--- src/rtl/eprom_pkg.sv ---
package eprom_pkg;

  localparam int BYTE_W = 8;

  typedef enum logic [2:0] {
    MD_STANDBY,
    MD_DISABLE,
    MD_READ,
    MD_VERIFY,
    MD_SIG,
    MD_SIGBAD,
    MD_PROG,
    MD_INHIBIT
  } mode_e;

  localparam logic [BYTE_W-1:0] ID_MAKER  = 8'h04;
  localparam logic [BYTE_W-1:0] ID_DEVICE = 8'hE3;

  // identifier mode needs address lines 1..8 and 10..13 low
  function automatic logic sig_addr_clean(input logic [15:0] a);
    return (a[8:1] == 8'h00) && (a[13:10] == 4'h0);
  endfunction

  function automatic logic [BYTE_W-1:0] id_byte(input logic sel);
    return sel ? ID_DEVICE : ID_MAKER;
  endfunction

  // a pulse can only pull cells from 1 to 0
  function automatic logic [BYTE_W-1:0] burn(input logic [BYTE_W-1:0] old,
                                             input logic [BYTE_W-1:0] din);
    return old & din;
  endfunction

endpackage

--- src/rtl/eprom_outsel.sv ---
module eprom_outsel
  import eprom_pkg::*;
(
  input  logic              clk,
  input  logic              rst_n,
  input  mode_e             mode,
  input  logic              a0,
  input  logic [BYTE_W-1:0] rd_q,
  output logic [BYTE_W-1:0] data_out,
  output logic              data_oe
);

  logic              drive_q;
  logic              sig_q;
  logic [BYTE_W-1:0] id_q;

  always_ff @(posedge clk or negedge rst_n) begin
    if (!rst_n) begin
      drive_q <= 1'b0;
      sig_q   <= 1'b0;
      id_q    <= '0;
    end else begin
      drive_q <= (mode == MD_READ) || (mode == MD_VERIFY) || (mode == MD_SIG);
      sig_q   <= (mode == MD_SIG);
      id_q    <= id_byte(a0);
    end
  end

  assign data_oe  = drive_q;
  assign data_out = !drive_q ? '0 : (sig_q ? id_q : rd_q);

  a_r2_read_drives: assert property (@(posedge clk) disable iff (!rst_n)
    ((mode == MD_READ) || (mode == MD_VERIFY)) |=> (data_oe && data_out == rd_q));

  a_r4_float_modes: assert property (@(posedge clk) disable iff (!rst_n)
    ((mode == MD_STANDBY) || (mode == MD_DISABLE) || (mode == MD_SIGBAD) ||
     (mode == MD_PROG) || (mode == MD_INHIBIT)) |=> (!data_oe && data_out == '0));

  a_r9_sig_code: assert property (@(posedge clk) disable iff (!rst_n)
    (mode == MD_SIG) |=> (data_oe && data_out == id_byte($past(a0))));

endmodule

--- config.mk ---
export PLATFORM = sky130hd
export DESIGN_NAME = eprom_outsel
export DESIGN_NICKNAME = d
export VERILOG_FILES = /design/src/rtl/eprom_pkg.sv /design/src/rtl/eprom_outsel.sv
export SDC_FILE = /design/constraint.sdc
export NUM_CORES = 1
export LEC_CHECK = 0
export BUFFER_PORTS_ARGS = -buffer_cell sky130_fd_sc_hd__buf_2
export CORE_AREA = 2 2 39 41
export CTS_CLUSTER_SIZE = 20
export DETAILED_ROUTE_END_ITERATION = 6
export DIE_AREA = 0 0 41 43
export SLEW_MARGIN = 20
export SYNTH_ARGS = -nofsm -noshare
export SYNTH_HDL_FRONTEND = slang
export SYNTH_SLANG_ARGS = --single-unit
--- constraint.sdc ---
create_clock -name clk -period 1.2 [get_ports clk]
set_clock_uncertainty 0.05 [all_clocks]
set_input_delay 0.06 -clock clk [delete_from_list [all_inputs] [get_ports clk]]
set_output_delay 0.06 -clock clk [all_outputs]
set_load 0.05 [all_outputs]
### After elaboration in Yosys (flattened, before gate mapping)

Cells that the tools add are included.

* input port bits: 14
* flip-flop bits (word level): 10
* memory bits (writable): 0
* word-level logic and storage cells: 11
* bits in latches: 0
* memories kept: 0
* output and inout port bits: 9
* memory bits (read-only): 0

* add/subtract/negate cells: 0
* bitwise gates (word level): 0
* muxes and demuxes: 3
* shift-type cells: 0
* div/mod/pow operators: 0
* equal/unequal tests: 3
* multiply operators: 0
* reductions and logical operators: 2
* magnitude comparators: 0

Operators by type and width (count)
* $mux W8: 3
* $eq A3 B2 Y1 const B: 2
* $eq A3 B3 Y1 const B: 1
* $logic_or A1 B1 Y1: 2

### Depth between registers and ports, before layout

Gate-level depths: netlist of the first run.

* word-level depth: 3
* depth in mapped cells: 3
* depth with buffers taken out: 2

### Worst setup path before layout of the first run

No wires, ideal clock.

* path kind: reg-to-output
* from: register drive_q (netlist: data_oe)
* to: output data_out[0]
* buffers on the path: 0
* required time: 1090 ps
* arrival: 1534 ps
* stages on the path, launching flop included: 2
* slack: -444 ps
* cells stage by stage: dfrtp_1 > a21boi_1

* cells in the longest elaborated chain, start to end: 1

RTL lines
* from (decl): line eprom_outsel.sv:13 `logic drive_q;`
* from (signal assigned): line eprom_outsel.sv:23 `drive_q <= (mode == MD_READ) || (mode == MD_VERIFY) || (mode == MD_SIG);`
* $mux W8: line eprom_outsel.sv:30 `assign data_out = !drive_q ? '0 : (sig_q ? id_q : rd_q);`
* to (decl): line eprom_outsel.sv:9 `output logic [BYTE_W-1:0] data_out,`

No other way between the ends.

### Worst setup path in the final report of the first run

* from: register sig_q
* to: output data_out[2]

* cells in the longest elaborated chain, start to end: 2

RTL lines
* from (decl): line eprom_outsel.sv:14 `logic sig_q;`
* from (signal assigned): line eprom_outsel.sv:24 `sig_q <= (mode == MD_SIG);`
* $mux W8 (2 in a row): line eprom_outsel.sv:30

No other way between the ends.

==> summary.md, run 1 <==
| Metric | Value |
|---|---|
| Die H | ~43 um |
| DR WL/cell | 10.9 um |
| Slowest CP cell | dfrtp_2 |
| Vias per cell | ~4.1 |
| Row cnt | 14 |
| Die W | between 40 and 50 um |
| GPL Wtd Cong | 0.589 |
| IO Count | 23 |
| Fillers | approximately 130 |
| Clock net sink count | 4 |
| GRT Overall Usage | about 8.4% |
| Die area | 1760 sq um |
| Max-slew headroom | 83.7% |
| DP Worst Slack | -0.0444 ns |
| First-pass iteration count of the detailed router | 1 |
| Final non-filler cell area | between 600 and 700 sq um |
| Number of remaining DRC errors | 0 |
| Vias in the first global route | ~290 |
| DRT antenna net count | 0 |
| CTS Buffer Depth | 2 |
| Congestion Overflow GR | 0 |
| N_diodes | 0 |
| Top cell type's share of synthesized area | 39.8% |
| Hold Path Class | in2reg |
| Root Buffer | clkbuf_4 |
| Netlist cell types | 12 |
| Multi-input gate area | between 200 and 300 sq um |
| Area leader, netlist | dfrtp_1 |
| Result of the run | finished with violations |
| Tmin final | 1.34 ns |
| Post-DP HPWL | just over 500 um |
| CP bufs+invs | 2 |
| Proportion of layout cells with a drive suffix above 1 | 82.1% |
| Period utilisation layout | 111% |
| Routed vias | slightly below 300 |
| First-pass GRT wire length | approximately 980 um |
| Hold slack | approximately 0.058 ns |
| Num CTS Buffers | 3 |
| Lkg Pwr | approximately 0.32 nW |
| Mapped cell area | approximately 250 sq um |
| Failing checks | setup timing |
| Crit path kind | reg2out |
| TritonCTS clock tree | built |
| Clock Pin Slew Worst Setup and Hold Paths | around 0.04 ns |
| DRT iter0 DRCs | 0 |
| Setup crit end kind | output port |
| Net count after synthesis | 38 |
| WP data arrival | 1.23 ns |
| Total power | around 570 uW |
| Fmax achieved | 0.749 GHz |
| H-tree depth | 1 |
| Critical path required time | 1.09 ns |
| Crit-path cells | buf_6, mux2i_4, nor2b_4, buf_8 |
| Antenna violations before repair | 0 |
| Starting Density | a little under a fifth |
| Detailed Route WL | ~780 um |
| CP top delay family | flip-flops |
| Worst hold path startpoint | mode[2] |
| Max-capacitance violation count | 0 |
| Pin count of the biggest net entering global routing | 10 |
| Hold Path Stages | 3 |
| Worst-Margin Slew | about 0.25 ns |
| Crit Path Max Fanout | 3 |
| Final Max Slew Viols | 0 |
| Core area | roughly 1400 sq um |
| Worst vdd ir | 0.539 mV |
| Final setup fails | 8 |
| Final Hold Fails | 0 |
| Post-Syn Instances | 24 |
| RSZ-0062 raised after global routing | true |
| Area growth from synthesis to layout | 159% |
| Cell Pwr Density | 873 nW/um^2 |
| Startpoint Class | register |
| Setup TNS | -0.942 ns |
| DP Area | between 400 and 500 sq um |
| Hold EP | data_oe$_DFF_PN0_ |
| Area contributors post-synth | dfrtp_1 40%, nand2b_1 12%, a21boi_1 12% |
| Reg area | 103 sq um |
| Max stage delay on crit path | roughly 0.42 ns |
| PortBufs | 22 |
| Fin nets | a little over 70 |
| Synth Register Bits | 4 |
| Final worst slack | -0.136 ns |
| Syn Area/Cell | between 10 and 15 sq um |
| Post-synthesis sequential area ratio | 39.8% |
| YS warnings | 0 |
what timing repair did:
action	CTS	global route
hold endpoints to repair	8	0
pin swaps	0	4
setup buffers	0	3
endpoints found under the setup margin	8	8
hold buffers	4	0
resized for setup	16	18
worst min-delay path: stages:
cell and delay, ns:
buf_2 0.10, inv_1 0.04, a21o_1 0.10
power by group:
part	internal, mW	switching (mW)	total [mW]
sequential	0.144	0.00984	0.153
clock	0.125	0.0555	0.180
combinational	0.116	0.120	0.236
flip-flops by register name, summed over array words and instances (netlist names):
signal	cells
id_q	2
data_oe	1
sig_q	1
layout make-up:
| class | count | area share [%] |
|---|---|---|
| multi-input cells | 17 | 38.4 |
| repair buffers | 29 | 37.6 |
| flip-flops and latches | 4 | 15.7 |
| well taps | 16 | 3.07 |
| inverters | 2 | 1.15 |
| clock buffers | 4 | 4.03 |
synth_stat cells:
| master | number |
|---|---|
| nand2b_1 | 5 |
| nor2b_1 | 1 |
| nor3b_2 | 1 |
| a21boi_1 | 4 |
| a21boi_2 | 1 |
| dfrtp_1 | 4 |
| and3b_2 | 2 |
| nand2_1 | 1 |
| buf_6 | 1 |
| inv_1 | 2 |
| mux2i_1 | 1 |
| a21o_1 | 1 |
through the flow:
| step | std cells | utilization, % |
|---|---|---|
| after floorplan | 24 | - |
| after global placement | 61 | 31.4 |
| after detailed placement | 61 | 31.4 |
| after CTS | 69 | 39.8 |
| after global routing | 72 | 47.1 |
| final | 72 | 47.1 |
layer usage:
| layer | GRT usage, % | part of all wire [%] |
|---|---|---|
| met5 | 0 | 0 |
| met4 | 6.00 | 0 |
| met3 | 1.57 | 12 |
| met2 | 14.4 | 53 |
| met1 | 8.17 | 36 |
worst max path at each step:
stage | startpoint | to | cells after the start
2_1_floorplan | sig_q$_DFF_PN0_ | data_out[1] | 3
3_3_place_gp | sig_q$_DFF_PN0_ | data_out[0] | 3
3_5_place_dp | sig_q$_DFF_PN0_ | data_out[0] | 3
4_1_cts | sig_q$_DFF_PN0_ | data_out[2] | 3
5_1_grt | sig_q$_DFF_PN0_ | data_out[2] | 4
6_report | sig_q$_DFF_PN0_ | data_out[2] | 4
cells in the final DEF, fill, tap and decap left out, drive strengths merged:
master,instances
buf,25
nand2b,5
a21boi,5
dlygate4sd3,4
clkbuf,4
dfrtp,4
and3b,2
inv,2
nand2,1
mux2i,1
nor2b,1
nor3b,1
a21o,1
kinds of logic after synthesis:
group,share of synthesized area [%]
multiplexers,3.98
AO/OA/AOI/OAI,19.4
AND/OR/NAND/NOR,29.4
buffers and inverters,7.46
flip-flops,39.8
(Power assumes the default switching activity.)
==> inputs of run 2 (changes only) <==
--- a/config.mk
+++ b/config.mk
@@ -10,6 +10,7 @@
 export CTS_CLUSTER_SIZE = 20
 export DETAILED_ROUTE_END_ITERATION = 6
 export DIE_AREA = 0 0 41 43
+export SKIP_CTS_REPAIR_TIMING = 1
 export SLEW_MARGIN = 20
 export SYNTH_ARGS = -nofsm -noshare
 export SYNTH_HDL_FRONTEND = slang
==> run 2 against run 1 <==
Compared with the run above: the flow still finishes with violations (setup timing); wire length is 3.6% lower; die area stayed put; maximum frequency is 1.0% lower; clock-buffer cell count stayed put; cell count is 2.8% lower; global-route usage is 0.71 points lower; sequential cell count stayed put; sequential share of layout area is 2.0 points higher; worst setup slack worse by 0.014 ns; critical path depth stayed put; sequential power hardly changed; highest routed layer unchanged.
==> summary.md, run 2 (synthesis gave the netlist of run 1 again) <==
| Metric | Value |
|---|---|
| Met1 Use GR | under 10% |
| Final core occ | a little over two fifths |
| Met2 Usage GRT | between 10% and 20% |
| Stages on the worst setup path | 4 |
| Slowest CP cell | dfrtp_2 |
| Final non-filler cell area | a little under 600 sq um |
| WP data arrival | roughly 1.2 ns |
| DRT antenna net count | 0 |
| Final Max Slew Viols | 0 |
| Period utilisation layout | 112% |
| Setup crit end kind | output port |
| Pin count of the biggest net entering global routing | 10 |
| Root Buffer | clkbuf_4 |
| Num CTS Buffers | 3 |
| GRT Overall Usage | 7.67% |
| Worst-Margin Slew | approximately 0.24 ns |
| Fin nets | between 60 and 70 |
| Worst vdd ir | between 0.4 and 0.5 mV |
| Max-capacitance violation count | 0 |
| Hold slack | 0.0558 ns |
| IO Count | 23 |
| H-tree depth | 1 |
| Die area | around 1800 sq um |
| CP top delay family | flip-flops |
| Startpoint Class | register |
| DP Area | 434 sq um |
| Commonest non-fill, non-tap cell in the layout | buf_2 |
| GR peak layer | met2 |
| First-pass iteration count of the detailed router | 1 |
| Vias per cell | between 4 and 5 |
| Die H | between 40 and 50 um |
| TritonCTS clock tree | built |
| Proportion of layout cells with a drive suffix above 1 | roughly 72% |
| PortBufs | 22 |
| Met3 usage | 1.57% |
| Largest register FFs | 2 |
| Cell Pwr Density | around 940 nW/um^2 |
| GPL Wtd Cong | 0.589 |
| Antenna violations before repair | 0 |
| DR WL/cell | 10.8 um |
| Max stage delay on crit path | 0.43 ns |
| CP bufs+invs | 2 |
| Final worst slack | -0.150 ns |
| Routed vias | roughly 280 |
| Hold Path Class | in2reg |
| Crit-path cells | buf_6, nand2b_4, a21boi_4, buf_8 |
| Total power | 540 uW |
| Vias in the first global route | about 260 |
| Starting Density | 18.2% |
| Lkg Pwr | about 0.29 nW |
| CTS Buffer Depth | 2 |
| DP Worst Slack | -0.0444 ns |
| Die W | 41 um |
| Result of the run | finished with violations |
| Final setup fails | 8 |
| First-pass GRT wire length | 897 um |
| Number of remaining DRC errors | 0 |
| Row cnt | 14 |
| Final Hold Fails | 0 |
| Clock net sink count | 4 |
| Max-slew headroom | 83.4% |
| Crit path kind | reg2out |
| Tmin final | ~1.3 ns |
| Clock Pin Slew Worst Setup and Hold Paths | 0.04 ns |
| N_diodes | 0 |
| Post-DP HPWL | 516 um |
| Hold Path Stages | 3 |
| Fmax achieved | 0.741 GHz |
| Failing checks | setup timing |
| Congestion Overflow GR | 0 |
| Critical path required time | ~1.1 ns |
| DRT iter0 DRCs | 0 |
| Top reg by flops | id_q |
| Area growth from synthesis to layout | 129% |
| Detailed Route WL | between 700 and 800 um |
| Crit Path Max Fanout | 6 |
| Core area | about 1400 sq um |
| Most frequent cells in the layout | 15 x buf_2, 6 x buf_6, 5 x a21boi_4, 4 x nand2b_1, 4 x dlygate4sd3_1 |
| RSZ-0062 raised after global routing | true |
-- run 2: routing by layer --
layer	share of wire, %	up-vias
met3	11	0
met1	38	120
met2	50	23
li1	-	139
met5	0	-
met4	0	0
-- run 2: final cells by class --
type / instances / area (sq um)
inverter: 2 / 7.51
multi-input combinational: 17 / 208
clock buffer: 4 / 26.3
tap: 16 / 20.0
sequential: 4 / 103
fill: 134 / 807
timing repair buffer: 27 / 213
-- run 2: power by group --
group,internal (mW),total (mW),switching [mW]
registers,0.144,0.154,0.0100
clock network,0.125,0.179,0.0539
logic,0.0960,0.208,0.112
-- run 2: worst paths after layout --
check / startpoint / slack (ns) / endpoint
min in group asynchronous: rst_n / 0.10 / data_oe$_DFF_PN0_
hold / removal: mode[2] / 0.06 / data_oe$_DFF_PN0_
max in group asynchronous: rst_n / 0.87 / sig_q$_DFF_PN0_
setup / recovery: sig_q$_DFF_PN0_ / -0.15 / data_out[7]
-- run 2: metrics by stage --
step | std cells | setup TNS (ns)
after floorplan | 24 | 0
after global placement | 61 | -0.00831
after detailed placement | 61 | -0.111
after CTS | 65 | -1.88
after global routing | 70 | -1.34
final | 70 | -0.891
-- run 2: worst min-delay path: cells and delay by family --
| family | cells | cell delay (ns) |
|---|---|---|
| compound gates | 1 | 0.10 |
| buf+inv | 2 | 0.14 |
==> inputs of run 3 (changes only) <==
--- a/config.mk
+++ b/config.mk
@@ -10,6 +10,7 @@
 export CTS_CLUSTER_SIZE = 20
 export DETAILED_ROUTE_END_ITERATION = 6
 export DIE_AREA = 0 0 41 43
+export PLACE_DENSITY_LB_ADDON = 0.3
 export SKIP_CTS_REPAIR_TIMING = 1
 export SLEW_MARGIN = 20
 export SYNTH_ARGS = -nofsm -noshare
==> run 3 against run 2 <==
Compared with the run above: the flow still finishes with violations (setup timing); sequential power hardly changed; design area is 1.5% lower; largest power group unchanged; core utilization is 0.63 points lower; worst setup slack better by 0.014 ns; via count is 0.35% lower; critical endpoint is now data_out[6].
==> summary.md, run 3 (synthesis gave the netlist of run 1 again) <==
| Metric | Value |
|---|---|
| Result of the run | finished with violations |
| Failing checks | setup timing |
| Detailed Route WL | a little under 700 um |
| Largest register FFs | 2 |
| Lkg Pwr | about 0.28 nW |
| Final core occ | 41.0% |
| Cells after DPL | 61 |
| Crit-path cells | nand2b_1, a21boi_4, buf_6 |
| Routed vias | between 200 and 300 |
| Core area | 1380 sq um |
| Period utilisation layout | 111% |
| Startpoint Class | register |
| Cell Pwr Density | about 960 nW/um^2 |
| Post-DP HPWL | 508 um |
| PortBufs | 22 |
| First-pass iteration count of the detailed router | 1 |
| Proportion of layout cells with a drive suffix above 1 | between 70% and 80% |
| Crit path kind | reg2out |
| Row cnt | 14 |
| Fmax achieved | around 0.75 GHz |
| GPL Wtd Cong | between 0.5 and 0.6 |
| Finished Layout Cells | 69 |
| Commonest non-fill, non-tap cell in the layout | buf_2 |
| Max-capacitance violation count | 0 |
| Root Buffer | clkbuf_4 |
| Most frequent cells in the layout | 14 x buf_2, 6 x buf_6, 5 x nand2b_1, 5 x a21boi_4, 4 x dlygate4sd3_1 |
| Critical path required time | ~1.1 ns |
| Die H | about 43 um |
| GRT Overall Usage | 8.26% |
| RSZ-0062 raised after global routing | true |
| Final Hold Fails | 0 |
| DR WL/cell | 10.0 um |
| Die area | 1760 sq um |
| Total power | between 500 and 600 uW |
| IO Count | 23 |
| Final worst slack | -0.136 ns |
| CTS Buffer Depth | 2 |
| Hold slack | 0.0540 ns |
| Pin count of the biggest net entering global routing | 10 |
| Final setup fails | 8 |
| Clock Pin Slew Worst Setup and Hold Paths | ~0.040 ns |
| H-tree depth | 1 |
| Die W | 41 um |
| Vias per cell | approximately 4 |
| Setup TNS | -0.759 ns |
| Hold Path Class | in2reg |
| Starting Density | between 10% and 20% |
| Congestion Overflow GR | 0 |
| Crit Path Max Fanout | 9 |
| First-pass GRT wire length | approximately 950 um |
| Worst-Margin Slew | around 0.21 ns |
| Max-slew headroom | between 80% and 90% |
| Final Max Slew Viols | 0 |
| Vias in the first global route | approximately 270 |
| Max stage delay on crit path | roughly 0.46 ns |
| Antenna violations before repair | 0 |
| Slowest CP cell | dfrtp_2 |
| Clock net sink count | 4 |
| WP data arrival | approximately 1.2 ns |
| Area growth from synthesis to layout | 126% |
| DRT antenna net count | 0 |
| Top reg by flops | id_q |
| DRT iter0 DRCs | 0 |
| TritonCTS clock tree | built |
| N_diodes | 0 |
| Tmin final | approximately 1.3 ns |
| Number of remaining DRC errors | 0 |
| Num CTS Buffers | 3 |
| Worst vdd ir | 0.418 mV |
| Fin nets | between 60 and 70 |
| Setup crit end kind | output port |
[run 3: area by class of cell]
class / count / area, sq um
fill: 145 / 816
timing repair buffer: 26 / 208
multi-input combinational: 17 / 204
sequential: 4 / 103
clock buffer: 4 / 26.3
tap: 16 / 20.0
inverter: 2 / 7.51
[run 3: path summary, 6_finish.rpt]
kind	from	end	slack, ns	cells past startpoint
min in group asynchronous	rst_n	id_q[6]$_DFF_PN0_	0.10	2
max in group asynchronous	rst_n	sig_q$_DFF_PN0_	0.86	2
min	mode[2]	data_oe$_DFF_PN0_	0.05	3
max	sig_q$_DFF_PN0_	data_out[6]	-0.14	3
[run 3: critical path, delay by kind of cell (launching register included)]
family / cells / cell delay [ns]
AND/OR/NAND/NOR: 1 / 0.20
buffers and inverters: 1 / 0.17
flip-flops: 1 / 0.46
AO/OA/AOI/OAI: 1 / 0.16
[run 3: per-stage QoR]
step                setup WS, ns  cell area [sq um]
detailed placement       -0.0567                434
floorplan                 0.0883                315
global route              -0.194                568
global placement         -0.0281                434
finish                    -0.136                568
CTS                       -0.316                460
[run 3: power breakdown]
group | total [mW] | internal [mW] | leakage [nW] | switching [mW]
logic | 0.204 | 0.0955 | 0.223 | 0.108
registers | 0.154 | 0.144 | 0.0465 | 0.0109
clock network | 0.185 | 0.125 | 0.0150 | 0.0596
total | 0.543 | 0.364 | 0.284 | 0.179
[run 3: layer usage]
metal  wire, um  up-vias  GRT usage (%)
li1           -      136              -
met1        241      127           7.79
met4          0        0           8.00
met5          0        -              0
met3         72        0           3.14
met2        379       18           12.5
